$ cat config.mk
export PLATFORM = sky130hd
export DESIGN_NAME = sio_irq_unit
export DESIGN_NICKNAME = d
export VERILOG_FILES = /design/src/rtl/sio_irq_pkg.sv /design/src/rtl/sio_fifo.sv /design/src/rtl/sio_irq_gen.sv /design/src/rtl/sio_irq_unit.sv
export SDC_FILE = /design/constraint.sdc
export NUM_CORES = 1
export LEC_CHECK = 0
export ABC_AREA = 1
export BUFFER_PORTS_ARGS = -buffer_cell sky130_fd_sc_hd__buf_2
export CAP_MARGIN = 20
export CORE_MARGIN = 5
export CORE_UTILIZATION = 60
export CTS_BUF_LIST = sky130_fd_sc_hd__clkbuf_4 sky130_fd_sc_hd__clkbuf_8 sky130_fd_sc_hd__clkbuf_16
export CTS_CLUSTER_DIAMETER = 60
export CTS_CLUSTER_SIZE = 30
export DETAILED_ROUTE_END_ITERATION = 7
export GPL_TIMING_DRIVEN = 0
export PLACE_DENSITY = 0.8
export SLEW_MARGIN = 20
export SYNTH_ARGS = -nofsm -noshare
export SYNTH_HDL_FRONTEND = slang
export SYNTH_SLANG_ARGS = --single-unit
$ cat constraint.sdc
create_clock -name clk -period 3.13 [get_ports clk]
set_input_delay 0.626 -clock clk [delete_from_list [all_inputs] [get_ports clk]]
set_output_delay 0.626 -clock clk [all_outputs]
set_load 0.005 [all_outputs]
$ cat src/rtl/sio_irq_pkg.sv
package sio_irq_pkg;

    localparam int SRC_RX  = 0;
    localparam int SRC_TX  = 1;
    localparam int SRC_OVR = 2;
    localparam int NSRC    = 3;

    typedef struct packed {
        logic ovr;
        logic tx;
        logic rx;
    } src_vec_t;

endpackage

$ cat src/rtl/sio_fifo.sv
module sio_fifo #(
    parameter  int DATA_W = 8,
    parameter  int DEPTH  = 8,
    localparam int PW     = (DEPTH > 1) ? $clog2(DEPTH) : 1,
    localparam int CW     = $clog2(DEPTH + 1)
) (
    input  logic              clk,
    input  logic              rst_n,
    input  logic              push,
    input  logic [DATA_W-1:0] wdata,
    input  logic              pop,
    output logic [DATA_W-1:0] rdata,
    output logic [CW-1:0]     count,
    output logic              full,
    output logic              empty
);

    typedef struct packed {
        logic [DEPTH-1:0][DATA_W-1:0] mem;
        logic [PW-1:0]                wp;
        logic [PW-1:0]                rp;
        logic [CW-1:0]                cnt;
    } fifo_st_t;

    fifo_st_t q, d;
    logic     take, give;
    logic [PW-1:0] wp_inc, rp_inc;

    // pointer advance: natural wrap for powers of two, compare otherwise
    generate
        if ((1 << PW) == DEPTH) begin : g_pow2
            assign wp_inc = q.wp + PW'(1);
            assign rp_inc = q.rp + PW'(1);
        end else begin : g_wrap
            assign wp_inc = (q.wp == PW'(DEPTH - 1)) ? '0 : q.wp + PW'(1);
            assign rp_inc = (q.rp == PW'(DEPTH - 1)) ? '0 : q.rp + PW'(1);
        end
    endgenerate

    always_comb begin
        d    = q;
        give = pop && (q.cnt != '0);
        take = push && ((q.cnt != CW'(DEPTH)) || give);
        if (take) begin
            d.mem[q.wp] = wdata;
            d.wp        = wp_inc;
        end
        if (give) begin
            d.rp = rp_inc;
        end
        unique case ({take, give})
            2'b10:   d.cnt = q.cnt + CW'(1);
            2'b01:   d.cnt = q.cnt - CW'(1);
            default: d.cnt = q.cnt;
        endcase
    end

    always_ff @(posedge clk or negedge rst_n) begin
        if (!rst_n) begin
            q <= '0;
        end else begin
            q <= d;
        end
    end

    assign rdata = q.mem[q.rp];
    assign count = q.cnt;
    assign full  = (q.cnt == CW'(DEPTH));
    assign empty = (q.cnt == '0);

endmodule

$ cat src/rtl/sio_irq_gen.sv
module sio_irq_gen
    import sio_irq_pkg::*;
#(
    parameter  int DEPTH    = 8,
    parameter  int RX_LEVEL = 4,
    parameter  int TX_ROOM  = 4,
    localparam int CW       = $clog2(DEPTH + 1),
    localparam int TX_LIMIT = DEPTH - TX_ROOM
) (
    input  logic          clk,
    input  logic          rst_n,
    input  logic          port_en,
    input  logic          mask_rx,
    input  logic          mask_tx,
    input  logic          mask_ovr,
    input  logic [CW-1:0] rx_count,
    input  logic [CW-1:0] tx_count,
    input  logic          ovr_event,
    input  logic          ovr_clr,
    output src_vec_t      raw,
    output src_vec_t      msk,
    output logic          any
);

    typedef struct packed {
        logic ovr;
    } gen_st_t;

    gen_st_t q, d;

    always_comb begin
        d     = q;
        // set has priority over the write-one clear
        d.ovr = ovr_event || (q.ovr && !ovr_clr);
    end

    always_ff @(posedge clk or negedge rst_n) begin
        if (!rst_n) begin
            q <= '0;
        end else begin
            q <= d;
        end
    end

    always_comb begin
        raw.rx  = (rx_count >= CW'(RX_LEVEL));
        raw.tx  = (tx_count <= CW'(TX_LIMIT));
        raw.ovr = q.ovr;
        msk.rx  = raw.rx  && mask_rx  && port_en;
        msk.tx  = raw.tx  && mask_tx;
        msk.ovr = raw.ovr && mask_ovr && port_en;
        any     = |msk;
    end

endmodule

$ cat src/rtl/sio_irq_unit.sv
module sio_irq_unit
    import sio_irq_pkg::*;
#(
    parameter  int DATA_W   = 8,
    parameter  int DEPTH    = 8,
    parameter  int RX_LEVEL = 4,
    parameter  int TX_ROOM  = 4,
    localparam int CW       = $clog2(DEPTH + 1)
) (
    input  logic              clk,
    input  logic              rst_n,
    input  logic              port_en,
    input  logic              mask_rx,
    input  logic              mask_tx,
    input  logic              mask_ovr,
    input  logic              ovr_clr,
    input  logic              tx_wr,
    input  logic [DATA_W-1:0] tx_wdata,
    input  logic              tx_rd,
    output logic [DATA_W-1:0] tx_rdata,
    output logic [CW-1:0]     tx_count,
    output logic              tx_full,
    output logic              tx_empty,
    input  logic              rx_frame,
    input  logic [DATA_W-1:0] rx_frame_data,
    input  logic              rx_rd,
    output logic [DATA_W-1:0] rx_rdata,
    output logic [CW-1:0]     rx_count,
    output logic              rx_full,
    output logic              rx_empty,
    output logic [NSRC-1:0]   stat_raw,
    output logic [NSRC-1:0]   stat_msk,
    output logic              irq_rx,
    output logic              irq_tx,
    output logic              irq_ovr,
    output logic              irq_any
);

    logic     rx_push;
    logic     ovr_event;
    src_vec_t raw_v, msk_v;

    assign rx_push   = port_en && rx_frame;
    assign ovr_event = rx_push && rx_full && !rx_rd;

    sio_fifo #(.DATA_W(DATA_W), .DEPTH(DEPTH)) u_txq (
        .clk   (clk),
        .rst_n (rst_n),
        .push  (tx_wr),
        .wdata (tx_wdata),
        .pop   (tx_rd),
        .rdata (tx_rdata),
        .count (tx_count),
        .full  (tx_full),
        .empty (tx_empty)
    );

    sio_fifo #(.DATA_W(DATA_W), .DEPTH(DEPTH)) u_rxq (
        .clk   (clk),
        .rst_n (rst_n),
        .push  (rx_push),
        .wdata (rx_frame_data),
        .pop   (rx_rd),
        .rdata (rx_rdata),
        .count (rx_count),
        .full  (rx_full),
        .empty (rx_empty)
    );

    sio_irq_gen #(.DEPTH(DEPTH), .RX_LEVEL(RX_LEVEL), .TX_ROOM(TX_ROOM)) u_gen (
        .clk       (clk),
        .rst_n     (rst_n),
        .port_en   (port_en),
        .mask_rx   (mask_rx),
        .mask_tx   (mask_tx),
        .mask_ovr  (mask_ovr),
        .rx_count  (rx_count),
        .tx_count  (tx_count),
        .ovr_event (ovr_event),
        .ovr_clr   (ovr_clr),
        .raw       (raw_v),
        .msk       (msk_v),
        .any       (irq_any)
    );

    assign stat_raw = raw_v;
    assign stat_msk = msk_v;
    assign irq_rx   = msk_v.rx;
    assign irq_tx   = msk_v.tx;
    assign irq_ovr  = msk_v.ovr;

endmodule

==> results of run 1 <==
-- layout make-up --
| type | instances | area share [%] |
|---|---|---|
| clock buffers | 25 | 5.74 |
| repair buffers | 48 | 3.00 |
| multi-input cells | 803 | 40.8 |
| inverters | 37 | 1.53 |
| flip-flops and latches | 149 | 40.9 |
| clock inverters | 4 | 0.495 |
| plain buffers | 80 | 5.04 |
| well taps | 176 | 2.42 |
-- metal layers --
layer / vias to the layer above / part of all wire [%] / global-route usage (%)
met5: - / 0 / 0
met4: 0 / 2.8 / 11.3
met3: 59 / 7.6 / 5.38
met2: 359 / 48 / 46.9
met1: 3499 / 41 / 37.1
li1: 3632 / - / -
-- report_power, final --
part	leakage, uW	switching, uW	internal (uW)
registers	0.00188	573	2820
logic	0.00274	2580	1480
clock network	0.000288	768	1220
-- kinds of logic after synthesis --
| family | after synthesis | synth area share, % |
|---|---|---|
| compound gates | 74 | 4.62 |
| xor+xnor | 8 | 0.871 |
| fa+ha+maj | 12 | 2.05 |
| buf+inv | 117 | 7.43 |
| flops | 149 | 46.3 |
| simple gates | 709 | 38.7 |
-- per-stage QoR --
| stage | instance area, um2 | power [uW] | setup TNS (ps) |
|---|---|---|---|
| 4_1_cts | 9110 | 9420 | 0 |
| 3_5_place_dp | 8540 | 7420 | 0 |
| 6_report | 9110 | 9450 | 0 |
| 3_3_place_gp | 8500 | 7290 | -108850 |
| 5_1_grt | 9110 | 10200 | 0 |
| 2_1_floorplan | 8050 | 6100 | 0 |
-- path summary, 6_finish.rpt --
path	startpoint	to	depth (start not counted)
worst max register to register	u_rxq.count[3]	u_rxq.count[3]	12
worst min register to register	u_rxq.q[47]	u_rxq.q[47]	2
min in group clk	ovr_clr	u_gen.q	2
max in group asynchronous	rst_n	u_rxq.q[52]	2
worst min-delay path	rst_n	u_txq.q[31]	1
worst max-delay path	u_rxq.q[4]	rx_rdata[1]	7
-- flip-flops by register name, indices dropped and copies added (netlist names) --
signal,cells
u_rxq.q,70
u_txq.q,70
u_rxq.count,4
u_txq.count,4
u_gen.q,1
-- critical path, cell delays in order, from the launching register on --
cell and delay (ps):
dfrtp_1 500, inv_1 210, clkbuf_1 470, o21ai_0 190, nand2_1 120, nand2_1 60, nand2_1 110, buf_2 130
-- cells in the final DEF (no fill, tap or decap), types with 3 or more instances in the layout --
cell       netlist  layout
buf_6            7       7
ha_1            10      10
xnor2_1          4       4
o21ai_1          5       5
clkbuf_1        20      20
xor2_1           4       4
nand2_1        448     448
inv_1           31      31
dfrtp_1        149     149
o21ai_0         67      67
clkbuf_8         0       6
clkbuf_2         7       7
nand4_1        128     128
nor2_1          87      87
nand3_2          6       6
nand3_1         17      17
buf_4           17      17
inv_2            4       4
buf_2           27      73
nor2_2          17      17
clkbuf_16        0      17
clkinv_2         0       3
==> out/results.ini, run 1 <==
[synthesis]
synth-main-ff-cell = dfrtp_1
netlist_instances = 1069
netlist_top_cells_area = dfrtp_1 (46%), nand2_1 (21%), nand4_1 (10%)
synth_edf_count = 0
synthTopCellsByCount = nand2_1 (448), dfrtp_1 (149), nand4_1 (128)
async_flop_share_pct = 100
synth_top_area_cell = dfrtp_1
synth_area_mm2 = 0.00805
synth-seq-cells = 149
synth_area_per_cell_um2 = 7.53
yosysSeqAreaShare_pct = 46.3
synth_warnings = 0
synthDistinctLibCells = 29
yosysMostFrequentCell = nand2_1
syn_nets = 1108
synth_top_area_share_pct = 46.3

[routing]
antenna_left = 0
vias = 7549
vias_per_cell = 5.71
first_pass_iters = 6
drt_iter0_drc = 979
drcViolationCount = 0
wirelength_mm = 21.9
wl_per_cell_um = 16.6

[global_route]
grt_pass1_wl_mm = 36.1
grt_pass1_vias = 7185
grt_max_degree = 99
overflow = 0
grt_util_all_layers_pct = 28.3
antenna_found_initial = 0

[clocking]
numCtsBuffers = 17
cts_tree = done
path_clk_slew_ps = 60
cts-resized-gates = 0
cts_buffer_depth = 2
post_cts_buffers = 0
cts-root-buf = clkbuf_16
ctsHoldBuffers = 0
cts.sinks = 149
insertion_delay_ps = 430
htree_levels = 4

[worst_setup_path]
r2r_slack_ps = 800
crit_path_start_kind = flip-flop
endpoint_kind = output pin
crit_required_ps = 2500
worst_ep_arrival_time_ps = 2210
path_max_fanout = 10
crit_type = flip-flop to output pin

[power_and_ir_drop]
irDropWorstVdd_uv = 625
p_leak_uw = 0.00491
power-per-cell-area_mw_per_mm2 = 1040

[run]
maxCapViolations = 0

[final_layout]
fin_nets = 1175
final_util_pct = 69.0
seqCellArea_mm2 = 0.00373
area_delta_synth_final_pct = 13.2
fill_cells = 1117
drive_gt1_share_pct = 14.4
num_antenna_cells = 0
stdcell_count = 1322
multi_input_area_mm2 = 0.00372

[floorplanning]
dieArea_mm2 = 0.0158
start_util_pct = 61.0
die_w_um = 126
core-area_mm2 = 0.0132
ios = 65
die_h_um = 126
num_rows = 42

[timing]
worst_pin_slew_ps = 618
finalHoldViolCount = 0
setup_viol = 0
relSlewSlack_pct = 58.8
slew_viol_final = 0
rsz0062_at_grt = false
finClkSkew_ps = 7.03
whs_ps = 104
fmax_ghz = 0.352
fin_crit_sh_pct = 90.7
fin_ws_ps = 292
final.min_clock_period_ps = 2840

[outcome]
status = finished clean

[placement]
dpl_worst_slack_ps = 614
place_hpwl_mm = 14.9
gp_congestion = 0.872
port_buffers = 47
dp_cells = 1293

[hold_path]
hold_path.class = input port to async pin

Power figures use the tool's default switching activity.
==> inputs of run 2 (changes only) <==
--- a/config.mk
+++ b/config.mk
@@ -15,6 +15,7 @@
 export CTS_CLUSTER_SIZE = 30
 export DETAILED_ROUTE_END_ITERATION = 7
 export GPL_TIMING_DRIVEN = 0
+export MAX_ROUTING_LAYER = met4
 export PLACE_DENSITY = 0.8
 export SLEW_MARGIN = 20
 export SYNTH_ARGS = -nofsm -noshare
==> run 2 against run 1 <==
Against the previous run:
- power rose by 0.12%
- routed wire length rose by 0.47%
- non-clock buffer count stayed put
- die area stayed put
- combinational power hardly changed
- largest cell class unchanged
- largest power group unchanged
==> out/results.ini, run 2 (synthesis gave the netlist of run 1 again) <==
[outcome]
status = finished clean  ; unchanged

[timing]
whs_ps = 86.7  ; was 104 ps
finClkSkew_ps = 7.04  ; was 7.03 ps
final.min_clock_period_ps = 2850  ; was 2840 ps
slew_viol_final = 0  ; unchanged
setup_viol = 0  ; unchanged
rsz0062_at_grt = false  ; unchanged
fin_ws_ps = 283  ; was 292 ps
worst_pin_slew_ps = 620  ; was 618 ps
fmax_ghz = 0.351  ; was 0.352 GHz
setup_tns_ps = 0  ; unchanged
fin_crit_sh_pct = 91.0  ; was 90.7%
finalHoldViolCount = 0  ; unchanged
relSlewSlack_pct = 58.7  ; was 58.8%

[worst_setup_path]
r2r_cells = 12  ; unchanged
crit_required_ps = 2500  ; about the same
path_max_fanout = 10  ; unchanged
crit_path_start = u_rxq.q[4]  ; unchanged
crit_path_cell_trace = inv_1 > clkbuf_1 > o21ai_0 > nand2_1 > nand2_1 > nand2_1 > buf_2  ; unchanged
reg2reg_to = u_rxq.count[3]  ; unchanged
worst_ep_arrival_time_ps = 2220  ; was 2210 ps
crit_path_start_kind = flip-flop  ; unchanged
reg2reg_from = u_rxq.count[3]  ; unchanged
crit_type = flip-flop to output pin  ; unchanged
r2r_slack_ps = 790  ; was 800 ps
crit_top_cell = nand2_1  ; unchanged
crit_path_max_incr_delay_ps = 510  ; was 500 ps
endpoint_kind = output pin  ; unchanged
endpoint = rx_rdata[1]  ; unchanged
cpMaxStageDelayCell = dfrtp_1  ; unchanged

[hold_path]
hold_path.class = input port to async pin  ; unchanged

[final_layout]
reg_top3 = u_rxq.q (70), u_txq.q (70)  ; unchanged
area_delta_synth_final_pct = 13.2  ; unchanged
final_common_cell = nand2_1  ; unchanged
num_antenna_cells = 0  ; unchanged
fin_nets = 1175  ; unchanged
layout_common_cells = nand2_1 (448), dfrtp_1 (149), nand4_1 (128)  ; unchanged
drive_gt1_share_pct = 14.4  ; unchanged

[placement]
place_hpwl_mm = 14.9  ; unchanged
gp_congestion = 0.886  ; was 0.872
port_buffers = 47  ; unchanged
dpl_worst_slack_ps = 614  ; unchanged

[routing]
drt_iter0_drc = 981  ; was 979
wirelength_mm = 22.1  ; was 21.9 mm
drcViolationCount = 0  ; unchanged
antenna_left = 0  ; unchanged
first_pass_iters = 5  ; was 6
vias_per_cell = 5.70  ; was 5.71
wl_per_cell_um = 16.7  ; was 16.6 um
vias = 7536  ; was 7549

[floorplanning]
start_util_pct = 61.0  ; unchanged
die_w_um = 126  ; unchanged
dieArea_mm2 = 0.0158  ; unchanged
die_h_um = 126  ; unchanged
ios = 65  ; unchanged
num_rows = 42  ; unchanged
core-area_mm2 = 0.0132  ; unchanged

[global_route]
antenna_found_initial = 0  ; unchanged
grt_max_degree = 99  ; unchanged
grt_pass1_wl_mm = 36.1  ; about the same
grt_util_all_layers_pct = 29.1  ; was 28.3%
grt_pass1_vias = 7180  ; was 7185
overflow = 0  ; unchanged

[clocking]
cts_tree = done  ; unchanged
insertion_delay_ps = 440  ; was 430 ps
ctsHoldBuffers = 0  ; unchanged
numCtsBuffers = 17  ; unchanged
path_clk_slew_ps = 60  ; about the same
htree_levels = 4  ; unchanged
cts_buffer_depth = 2  ; unchanged
cts.sinks = 149  ; unchanged
cts-resized-gates = 0  ; unchanged
post_cts_buffers = 0  ; unchanged
cts-root-buf = clkbuf_16  ; unchanged

[run]
maxCapViolations = 0  ; unchanged

[power_and_ir_drop]
p_leak_uw = 0.00491  ; unchanged
irDropWorstVdd_uv = 626  ; was 625 uV
power-per-cell-area_mw_per_mm2 = 1040  ; about the same

## run 2: worst max-delay path: cells and delay by family, from the launching register on
| kind | cells | cell delay [ps] |
|---|---|---|
| buffers and inverters | 3 | 810 |
| DFF | 1 | 510 |
| AOI/OAI and AO/OA | 1 | 190 |
| and+or+nand+nor | 3 | 290 |
## run 2: per-stage QoR
stage / util, % / instances / area, um2 / total power (uW)
6_report: 69.0 / 1322 / 9110 / 9460
5_1_grt: 69.0 / 1322 / 9110 / 10200
4_1_cts: 69.0 / 1322 / 9110 / 9420
3_5_place_dp: 64.7 / 1293 / 8540 / 7420
3_3_place_gp: 64.4 / 1292 / 8500 / 7290
2_1_floorplan: - / 1069 / 8050 / 6100
## run 2: final cells by class
| type | instances | area [um2] |
|---|---|---|
| repair buffers | 48 | 273 |
| plain buffers | 80 | 459 |
| multi-input cells | 803 | 3720 |
| inverters | 37 | 139 |
| clock inverters | 4 | 45.0 |
| well taps | 176 | 220 |
| fillers | 1117 | 4080 |
| flip-flops and latches | 149 | 3730 |
| clock buffers | 25 | 523 |
## run 2: per-layer routing
metal  up-vias  part of all wire, %  GRT usage (%)
met5         -                    0              -
met4         0                  2.6           10.2
met3        58                  7.7           5.67
met2       310                   49           46.9
met1      3531                   41           37.3
li1       3637                    -              -
## run 2: power by group
part	switching (uW)	internal (uW)	leakage (uW)
logic	2590	1480	0.00274
clock network	773	1220	0.000288
registers	573	2820	0.00188
## run 2: worst min path at each step
stage                            from     endpoint  slack [ps]  depth (start not counted)
after floorplan                 rst_n      u_gen.q         330                          0
after global placement    u_txq.q[43]  u_txq.q[43]         450                          2
after detailed placement  u_rxq.q[40]  u_rxq.q[40]         450                          2
after CTS                       rst_n  u_txq.q[32]         120                          1
after global routing            rst_n  u_txq.q[32]         130                          1
final                           rst_n   u_txq.q[6]          90                          1
==> inputs of run 3 (changes only) <==
--- a/config.mk
+++ b/config.mk
@@ -16,7 +16,7 @@
 export DETAILED_ROUTE_END_ITERATION = 7
 export GPL_TIMING_DRIVEN = 0
 export MAX_ROUTING_LAYER = met4
-export PLACE_DENSITY = 0.8
+export PLACE_DENSITY = 0.86
 export SLEW_MARGIN = 20
 export SYNTH_ARGS = -nofsm -noshare
 export SYNTH_HDL_FRONTEND = slang
==> run 3 against run 2 <==
Against the previous run:
- via count grew 1.7%
- hold slack better by 120 ps
- die area stayed put
- combinational power is essentially flat
- critical path type unchanged
==> out/results.ini, run 3 (synthesis gave the netlist of run 1 again) <==
[outcome]
status = finished clean  ; unchanged

[final_layout]
reg_top3 = u_rxq.q (70), u_txq.q (70)  ; unchanged
drive_gt1_share_pct = 14.5  ; was 14.4%
final_common_cell = nand2_1  ; unchanged
stdcell_count = 1324  ; was 1322
layout_common_cells = nand2_1 (448), dfrtp_1 (149), nand4_1 (128)  ; unchanged
fill_cells = 1050  ; was 1117
area_delta_synth_final_pct = 13.5  ; was 13.2%
fin_nets = 1175  ; unchanged
final_cell_area_mm2 = 0.00913  ; was 0.00911 mm2
num_antenna_cells = 0  ; unchanged

[timing]
rsz0062_at_grt = false  ; unchanged
finClkSkew_ps = 6.94  ; was 7.04 ps
fin_crit_sh_pct = 89.6  ; was 91.0%
slew_viol_final = 0  ; unchanged
setup_viol = 0  ; unchanged
relSlewSlack_pct = 55.4  ; was 58.7%
setup_tns_ps = 0  ; unchanged
finalHoldViolCount = 0  ; unchanged
final.min_clock_period_ps = 2810  ; was 2850 ps
fin_ws_ps = 324  ; was 283 ps
whs_ps = 209  ; was 86.7 ps
fmax_ghz = 0.356  ; was 0.351 GHz
worst_pin_slew_ps = 670  ; was 620 ps

[worst_setup_path]
path_max_fanout = 10  ; unchanged
crit_type = flip-flop to output pin  ; unchanged
r2r_cells = 10  ; was 12
crit_required_ps = 2500  ; about the same
worst_ep_arrival_time_ps = 2180  ; was 2220 ps
crit_path_start_kind = flip-flop  ; unchanged
crit_path_start = u_txq.q[5]  ; was u_rxq.q[4]
reg2reg_from = u_txq.count[1]  ; was u_rxq.count[3]
r2r_slack_ps = 750  ; was 790 ps
endpoint_kind = output pin  ; unchanged
reg2reg_to = u_txq.count[3]  ; was u_rxq.count[3]

[global_route]
grt_pass1_wl_mm = 35.7  ; was 36.1 mm
grt_max_degree = 85  ; was 99
overflow = 0  ; unchanged
grt_pass1_vias = 7174  ; was 7180
grt_util_all_layers_pct = 28.6  ; was 29.1%
antenna_found_initial = 0  ; unchanged

[clocking]
cts-resized-gates = 0  ; unchanged
cts-root-buf = clkbuf_16  ; unchanged
cts_tree = done  ; unchanged
cts_buffer_depth = 2  ; unchanged
cts.sinks = 149  ; unchanged
insertion_delay_ps = 420  ; was 440 ps
post_cts_buffers = 0  ; unchanged
numCtsBuffers = 17  ; unchanged
ctsHoldBuffers = 0  ; unchanged
htree_levels = 4  ; unchanged
path_clk_slew_ps = 60  ; about the same

[routing]
first_pass_iters = 7  ; was 5
drt_iter0_drc = 1057  ; was 981
vias_per_cell = 5.79  ; was 5.70
wirelength_mm = 21.9  ; was 22.1 mm
wl_per_cell_um = 16.6  ; was 16.7 um
vias = 7667  ; was 7536
drcViolationCount = 0  ; unchanged
antenna_left = 0  ; unchanged

[floorplanning]
start_util_pct = 61.0  ; unchanged
dieArea_mm2 = 0.0158  ; unchanged
die_w_um = 126  ; unchanged
ios = 65  ; unchanged
core-area_mm2 = 0.0132  ; unchanged
die_h_um = 126  ; unchanged
num_rows = 42  ; unchanged

[power_and_ir_drop]
power-per-cell-area_mw_per_mm2 = 1050  ; was 1040 mW/mm2
irDropWorstVdd_uv = 629  ; was 626 uV
p_leak_uw = 0.00492  ; was 0.00491 uW

[placement]
gp_congestion = 0.968  ; was 0.886
place_hpwl_mm = 15.0  ; was 14.9 mm
dp_cells = 1293  ; unchanged
placed_area_mm2 = 0.00854  ; unchanged
dpl_worst_slack_ps = 626  ; was 614 ps
port_buffers = 47  ; unchanged

[hold_path]
hold_path.class = input port to async pin  ; unchanged

[run]
maxCapViolations = 0  ; unchanged

## run 3: cell types whose count changed in the layout (fill, tap and decap cells not counted)
cell and delta:
bufinv_16 +1, clkbuf_8 -2, clkinv_4 +1, clkinvlp_4 +2
## run 3: how the worst max path moves through the flow
stage	end	slack (ps)	cells after the start
3_3_place_gp	u_txq.q[53]	-750	1
3_5_place_dp	u_rxq.count[3]	630	11
2_1_floorplan	u_rxq.count[3]	980	10
4_1_cts	tx_rdata[2]	300	8
5_1_grt	tx_rdata[4]	180	7
6_report	tx_rdata[2]	320	8
## run 3: metrics by stage
stage	utilization, %	power (uW)
floorplan	-	6100
global placement	64.4	7260
finish	69.2	9550
global route	69.2	10300
CTS	69.2	9520
detailed placement	64.7	7430
## run 3: per-layer routing
layer	vias to the layer above	global-route usage, %	wire length (um)
met5	-	-	0
li1	3633	-	-
met4	0	11.0	693
met1	3601	37.1	9050
met2	370	45.2	10600
met3	63	5.25	1640
## run 3: where the power goes
group | switching, uW | internal, uW
logic | 2590 | 1490
registers | 593 | 2820
clock network | 792 | 1270
total | 3980 | 5580
## run 3: layout make-up
type / count / area [um2] / area share [%]
Buffer: 80 / 459 / 5.03
Sequential cell: 149 / 3730 / 40.8
Clock buffer: 23 / 495 / 5.43
Tap cell: 176 / 220 / 2.41
Timing Repair Buffer: 48 / 273 / 2.99
Multi-Input combinational cell: 803 / 3720 / 40.7
Inverter: 37 / 139 / 1.52
Clock inverter: 8 / 98.8 / 1.08
## run 3: critical path, cell delays in order (launching register included)
cell,delay [ps]
dfrtp_1,380
buf_2,180
inv_1,220
clkbuf_2,280
o21ai_0,130
o21ai_0,280
nand2_1,90
nand2_1,80
buf_2,100
